[src/rtl/hsw_pkg.sv]
// Shared field positions and register types for the hot-swap signalling block.
package hsw_pkg;
    localparam int REG_W         = 2;
    localparam int ADDR_W        = 1;
    localparam int INS_BIT       = 0;
    localparam int EXT_BIT       = 1;
    localparam int LED_BIT       = 0;
    localparam int MASK_BIT      = 1;

    typedef struct packed {
        logic ext;
        logic ins;
    } pend_t;

    typedef struct packed {
        logic mask;
        logic led;
    } ctrl_t;
endpackage

[src/rtl/hsw_session.sv]
// Session tracker: decides whether the board is powered and selected, and
// finds edges on the injector handle. Assumes handle_closed is already
// debounced and synchronous to clk.
module hsw_session (
    input  logic clk,
    input  logic rst_n,
    input  logic power_good,
    input  logic host_sel_n,
    input  logic handle_closed,
    output logic sess_now,
    output logic sess_q,
    output logic handle_rise,
    output logic handle_fall
);
    logic handle_prev;

    // Live session condition from the current input levels.
    always_comb sess_now = power_good & ~host_sel_n;

    // Register the session flag and the last handle level; during reset the
    // handle level is captured so no false edge follows reset.
    always_ff @(posedge clk) begin
        if (!rst_n) begin
            sess_q      <= 1'b0;
            handle_prev <= handle_closed;
        end else begin
            sess_q      <= sess_now;
            handle_prev <= handle_closed;
        end
    end

    // Edge pulses against the previous sample.
    always_comb begin
        handle_rise = handle_closed & ~handle_prev;
        handle_fall = ~handle_closed & handle_prev;
    end

    assert_no_session_hw_R2: assert property (@(posedge clk) disable iff (!rst_n)
        !sess_now |=> !sess_q);
endmodule

[src/rtl/hsw_regs.sv]
// Pending (write-one-to-clear) and control registers. Assumes the session
// flag and handle edges come from hsw_session in the same cycle.
module hsw_regs
    import hsw_pkg::*;
#(
    parameter logic [ADDR_W-1:0] STAT_ADDR = 1'b0,
    parameter logic [ADDR_W-1:0] CTRL_ADDR = 1'b1
) (
    input  logic              clk,
    input  logic              rst_n,
    input  logic              sess_now,
    input  logic              handle_rise,
    input  logic              handle_fall,
    input  logic              wr_en,
    input  logic [ADDR_W-1:0] wr_addr,
    input  logic [REG_W-1:0]  wr_data,
    output pend_t             pend_q,
    output ctrl_t             ctrl_q
);
    pend_t pend_d;
    ctrl_t ctrl_d;
    logic  stat_wr, ctrl_wr;

    // Decode writes; only honoured inside a session.
    always_comb begin
        stat_wr = wr_en & sess_now & (wr_addr == STAT_ADDR);
        ctrl_wr = wr_en & sess_now & (wr_addr == CTRL_ADDR);
    end

    // Next pending state: clear first, then events override the clear.
    always_comb begin
        pend_d = pend_q;
        if (stat_wr) begin
            if (wr_data[INS_BIT]) pend_d.ins = 1'b0;
            if (wr_data[EXT_BIT]) pend_d.ext = 1'b0;
        end
        if (sess_now && handle_rise) pend_d.ins = 1'b1;
        if (sess_now && handle_fall) pend_d.ext = 1'b1;
        if (!sess_now) pend_d = '0;
    end

    // Next control state: loaded by writes, wiped when the session drops.
    always_comb begin
        ctrl_d = ctrl_q;
        if (ctrl_wr) begin
            ctrl_d.led  = wr_data[LED_BIT];
            ctrl_d.mask = wr_data[MASK_BIT];
        end
        if (!sess_now) ctrl_d = '0;
    end

    // State registers.
    always_ff @(posedge clk) begin
        if (!rst_n) begin
            pend_q <= '0;
            ctrl_q <= '0;
        end else begin
            pend_q <= pend_d;
            ctrl_q <= ctrl_d;
        end
    end

    assert_ins_event_R4: assert property (@(posedge clk) disable iff (!rst_n)
        (sess_now && handle_rise) |=> pend_q.ins);
    assert_ext_event_R5: assert property (@(posedge clk) disable iff (!rst_n)
        (sess_now && handle_fall) |=> pend_q.ext);
    assert_hold_until_clear_R7: assert property (@(posedge clk) disable iff (!rst_n)
        (pend_q.ins && sess_now && !(wr_en && wr_addr == STAT_ADDR && wr_data[INS_BIT]))
        |=> pend_q.ins);
    assert_loss_clears_R9: assert property (@(posedge clk) disable iff (!rst_n)
        !sess_now |=> (pend_q == '0 && ctrl_q == '0));
    assert_wr_ignored_R10: assert property (@(posedge clk) disable iff (!rst_n)
        (!sess_now && wr_en) |=> (ctrl_q == '0));
endmodule

[src/rtl/hsw_outputs.sv]
// Output stage: enumeration pull-down enable and LED ownership. Assumes
// registered inputs, so both outputs are glitch-free.
module hsw_outputs
    import hsw_pkg::*;
(
    input  logic  sess_q,
    input  pend_t pend_q,
    input  ctrl_t ctrl_q,
    output logic  enum_pull,
    output logic  led_on
);
    // Pull the line while any event is pending and not masked.
    always_comb enum_pull = (pend_q.ins | pend_q.ext) & ~ctrl_q.mask;

    // Hardware owns the LED outside a session, software inside.
    always_comb led_on = sess_q ? ctrl_q.led : 1'b1;
endmodule

[src/rtl/hsw_enum_ctrl.sv]
// Top: hot-swap insertion/extraction signalling with blue LED control.
// Assumes all inputs are synchronous to clk.
module hsw_enum_ctrl
    import hsw_pkg::*;
(
    input  logic              clk,
    input  logic              rst_n,
    input  logic              power_good,
    input  logic              host_sel_n,
    input  logic              handle_closed,
    input  logic              wr_en,
    input  logic [ADDR_W-1:0] wr_addr,
    input  logic [REG_W-1:0]  wr_data,
    output logic              enum_pull,
    output logic              led_on,
    output logic [1:0]        pend_bits,
    output logic [1:0]        ctrl_bits
);
    logic  sess_now, sess_q, handle_rise, handle_fall;
    pend_t pend_q;
    ctrl_t ctrl_q;

    hsw_session u_session (
        .clk(clk), .rst_n(rst_n), .power_good(power_good),
        .host_sel_n(host_sel_n), .handle_closed(handle_closed),
        .sess_now(sess_now), .sess_q(sess_q),
        .handle_rise(handle_rise), .handle_fall(handle_fall)
    );

    hsw_regs u_regs (
        .clk(clk), .rst_n(rst_n), .sess_now(sess_now),
        .handle_rise(handle_rise), .handle_fall(handle_fall),
        .wr_en(wr_en), .wr_addr(wr_addr), .wr_data(wr_data),
        .pend_q(pend_q), .ctrl_q(ctrl_q)
    );

    hsw_outputs u_out (
        .sess_q(sess_q), .pend_q(pend_q), .ctrl_q(ctrl_q),
        .enum_pull(enum_pull), .led_on(led_on)
    );

    // Expose register state at the ports.
    always_comb begin
        pend_bits = pend_q;
        ctrl_bits = ctrl_q;
    end

    assert_mask_quiet_R8: assert property (@(posedge clk) disable iff (!rst_n)
        ctrl_bits[1] |-> !enum_pull);
    assert_idle_led_R2: assert property (@(posedge clk) disable iff (!rst_n)
        !sess_q |-> led_on);
    assert_pull_needs_event_R8: assert property (@(posedge clk) disable iff (!rst_n)
        enum_pull |-> (pend_bits != 2'b00));
endmodule

[config.mk]
export PLATFORM = sky130hd
export DESIGN_NAME = hsw_enum_ctrl
export DESIGN_NICKNAME = d
export VERILOG_FILES = /design/src/rtl/hsw_pkg.sv /design/src/rtl/hsw_session.sv /design/src/rtl/hsw_regs.sv /design/src/rtl/hsw_outputs.sv /design/src/rtl/hsw_enum_ctrl.sv
export SDC_FILE = /design/constraint.sdc
export NUM_CORES = 1
export LEC_CHECK = 0
export ABC_AREA = 1
export ABC_CLOCK_PERIOD_IN_PS = 800
export BUFFER_PORTS_ARGS = -buffer_cell sky130_fd_sc_hd__buf_4
export CAP_MARGIN = 30
export CORE_AREA = 2 2 39 41
export DETAILED_ROUTE_END_ITERATION = 12
export DIE_AREA = 0 0 41 43
export PLACE_DENSITY = 0.5
export REMOVE_ABC_BUFFERS = 1
export SYNTH_ARGS = -nofsm -noshare
export SYNTH_HDL_FRONTEND = slang
export SYNTH_SLANG_ARGS = --single-unit
[constraint.sdc]
create_clock -name clk -period 0.8 [get_ports clk]
set_input_delay 0.12 -clock clk [delete_from_list [all_inputs] [get_ports clk]]
set_output_delay 0.12 -clock clk [all_outputs]
set_load 0.1 [all_outputs]
==> flow_metrics.tcl <==
set metrics [dict create \
    drt_wl_total_microns 595 \
    drt_first_pass_iters 4 \
    nFillCells 147 \
    ys_seq_area_share_pct 48.2 \
    dieArea_sq_mm 0.00176 \
    reg2reg_from "u_regs.ctrl_q[0]$_SDFFE_PN0P_" \
    ant_nets 0 \
    worstHoldEndpoint "u_regs.ctrl_q[0]$_SDFFE_PN0P_" \
    dp_slack_ps -49.7 \
    max-vdd-ir-drop_v 0.000873 \
    synth_ff_type "dfxtp_1" \
    yosysUniqueCellTypes 11 \
    cts_buffers 3 \
    gp_congestion 0.674 \
    first_iter_violations 9 \
    core_sq_mm 0.00138 \
    fmax_mhz 982 \
    synth_largest_area_cell "dfxtp_1" \
    avgSynthCellArea_sq_um 7.78 \
    setup_ws_ps -219 \
    cts_tree "yes" \
    io_buffers 14 \
    min_period_ps 1020 \
    htreeDepth 1 \
    syn_inst 32 \
    die_w_microns 41 \
    synth_top_area_share_pct 48.2 \
    drc 0 \
    totalPowerFinal_uw 745 \
    synth_commonest_cells "7 x nand2_1, 6 x dfxtp_1, 4 x inv_1, 4 x nor2_1" \
    clock-sinks 6 \
    arrival_ps 900 \
    min_period_over_period_pct 127 \
    violations "setup timing" \
    crit_fanout 3 \
    area.growth.synth_to_final_pct 115 \
    grt_first_pass_wirelength_microns 883 \
    grt_usage_pct 8.53 \
    antenna_found_initial 0 \
    worst_pin_slew_ps 146 \
    initial_core_util_pct 18.0 \
    synth_edf_count 0 \
    start_kind "flip-flop" \
    grt_overflow_total 0 \
    dpl.hpwl_microns 464 \
    clkLatencyLatePin_ps 240 \
    root_buffer "clkbuf_4" \
    hold_path_depth 3 \
    hp-start "wr_data[0]" \
    synth_area_leaders "dfxtp_1 48%, nand2_1 11%, nand4_1 7.5%" \
    clk_pin_slew_worst_paths_ps 50 \
    crit_type "reg -> out" \
    reg2reg_to "u_regs.ctrl_q[0]$_SDFFE_PN0P_" \
    holdCritPathClass "in -> reg" \
    p_leak_nw 0.234 \
    maxCapViolCount 0 \
    slew_headroom_pct 90.3 \
    antenna_cells 0 \
    wl_per_cell_microns 8.62 \
    routed_via_density 3.94 \
    grt_max_degree 6 \
    rows 14 \
    yosys_warnings 0 \
    first_global_vias 221 \
    synth-seq-cells 6 \
    status "finished, violations left" \
    cellPowerDensity_mw_per_mm2 1390 \
    fin_nets 64 \
    clockBufferDepth 2 \
    mappedNetlistArea_sq_um 249 \
    vias 272 \
    finClkSkew_ps 0.0785 \
    whs_ps 88.9 \
    ff2ff_path_depth 5 \
    hold_viol 0 \
    finish.utilization_pct 38.7 \
    async_flop_share_pct 0 \
    rsz0062_at_grt "yes" \
    ios 15 \
    end_kind "output port" \
    setup_violations 6 \
    die_y_microns 43 \
    required_ps 680 \
    synth.most_common_cell "nand2_1" \
    drive_gt1_share_pct 66.0 \
    final_max_slew_viol_count 0 \
    ff2ff_setup_slack_ps 40 \
]
==> layout by cell type, fill, tap and decap left out <==
| cell type | count |
|---|---|
| buf_4 | 11 |
| buf_12 | 6 |
| nand2_1 | 5 |
| dfxtp_2 | 4 |
| nor2_4 | 3 |
| nand2_2 | 3 |
| inv_1 | 3 |
| nand4_1 | 3 |
| clkbuf_4 | 3 |
| nor2_1 | 2 |
| a21oi_1 | 2 |
| dfxtp_1 | 2 |
| inv_2 | 1 |
| or2_4 | 1 |
| a21oi_2 | 1 |
| nand3_2 | 1 |
| clkinv_2 | 1 |
| dlygate4sd3_1 | 1 |
==> state kept, by name (all words and copies together) (netlist names) <==
signal / flops
u_regs.ctrl_q: 2
u_regs.pend_q: 2
u_session.handle_prev: 1
u_session.sess_q: 1
==> area by class of cell <==
cell class / count / area, sq um / area share, %
Tap cell: 16 / 20.0 / 3.74
Clock buffer: 3 / 22.5 / 4.21
Multi-Input combinational cell: 21 / 135 / 25.2
Timing Repair Buffer: 18 / 213 / 39.7
Inverter: 5 / 20.0 / 3.74
Sequential cell: 6 / 125 / 23.4
==> routing by layer <==
metal | vias up | track usage, % | wire length (microns)
met2 | 14 | 8.44 | 233
li1 | 147 | - | -
met1 | 111 | 9.62 | 275
met4 | 0 | 6.00 | 0
met5 | - | 0 | 0
met3 | 0 | 9.95 | 85
==> per-stage QoR <==
| stage | instances | TNS (ps) | instance area, sq um |
|---|---|---|---|
| floorplan | 32 | -5610 | 249 |
| global placement | 65 | -73.8 | 397 |
| detailed placement | 65 | -97.1 | 397 |
| CTS | 70 | -1150 | 514 |
| global route | 69 | -1310 | 536 |
| finish | 69 | -1040 | 536 |
==> where the power goes <==
| part | internal, mW | switching, mW | total [mW] | leakage (nW) |
|---|---|---|---|---|
| Combinational | 0.0702 | 0.0866 | 0.157 | 0.169 |
| Clock | 0.169 | 0.106 | 0.276 | 0.0138 |
| Sequential | 0.308 | 0.00468 | 0.312 | 0.0510 |
| Total | 0.547 | 0.198 | 0.745 | 0.234 |
==> repair_timing <==
item	CTS	global route
endpoints found under the hold margin	1	0
setup buffers	1	0
hold buffers	1	0
setup endpoints to repair	7	8
pin swaps	4	6
gates resized for setup	23	8
==> worst max-delay path by stage <==
| stage | to | cells after the start | start | slack, ps |
|---|---|---|---|---|
| after global placement | enum_pull | 3 | u_regs.pend_q[1]$_SDFFE_PN0P_ | -30 |
| after global routing | enum_pull | 2 | u_regs.ctrl_q[1]$_SDFFE_PN0P_ | -260 |
| after CTS | enum_pull | 3 | u_regs.pend_q[0]$_SDFFE_PN0P_ | -290 |
| after detailed placement | enum_pull | 3 | u_regs.pend_q[1]$_SDFFE_PN0P_ | -50 |
| final | enum_pull | 2 | u_regs.ctrl_q[1]$_SDFFE_PN0P_ | -220 |
| after floorplan | enum_pull | 2 | u_regs.pend_q[1]$_SDFFE_PN0P_ | -1660 |
==> critical path: stages (launching register included) <==
cell,delay (ps)
dfxtp_2,350
nor2_4,130
buf_12,180
==> kinds of logic after synthesis <==
group	after synthesis	synth area share [%]
flops	6	48.2
compound gates	3	6.03
simple gates	18	37.7
buf+inv	5	8.04
(Power assumes the default switching activity.)
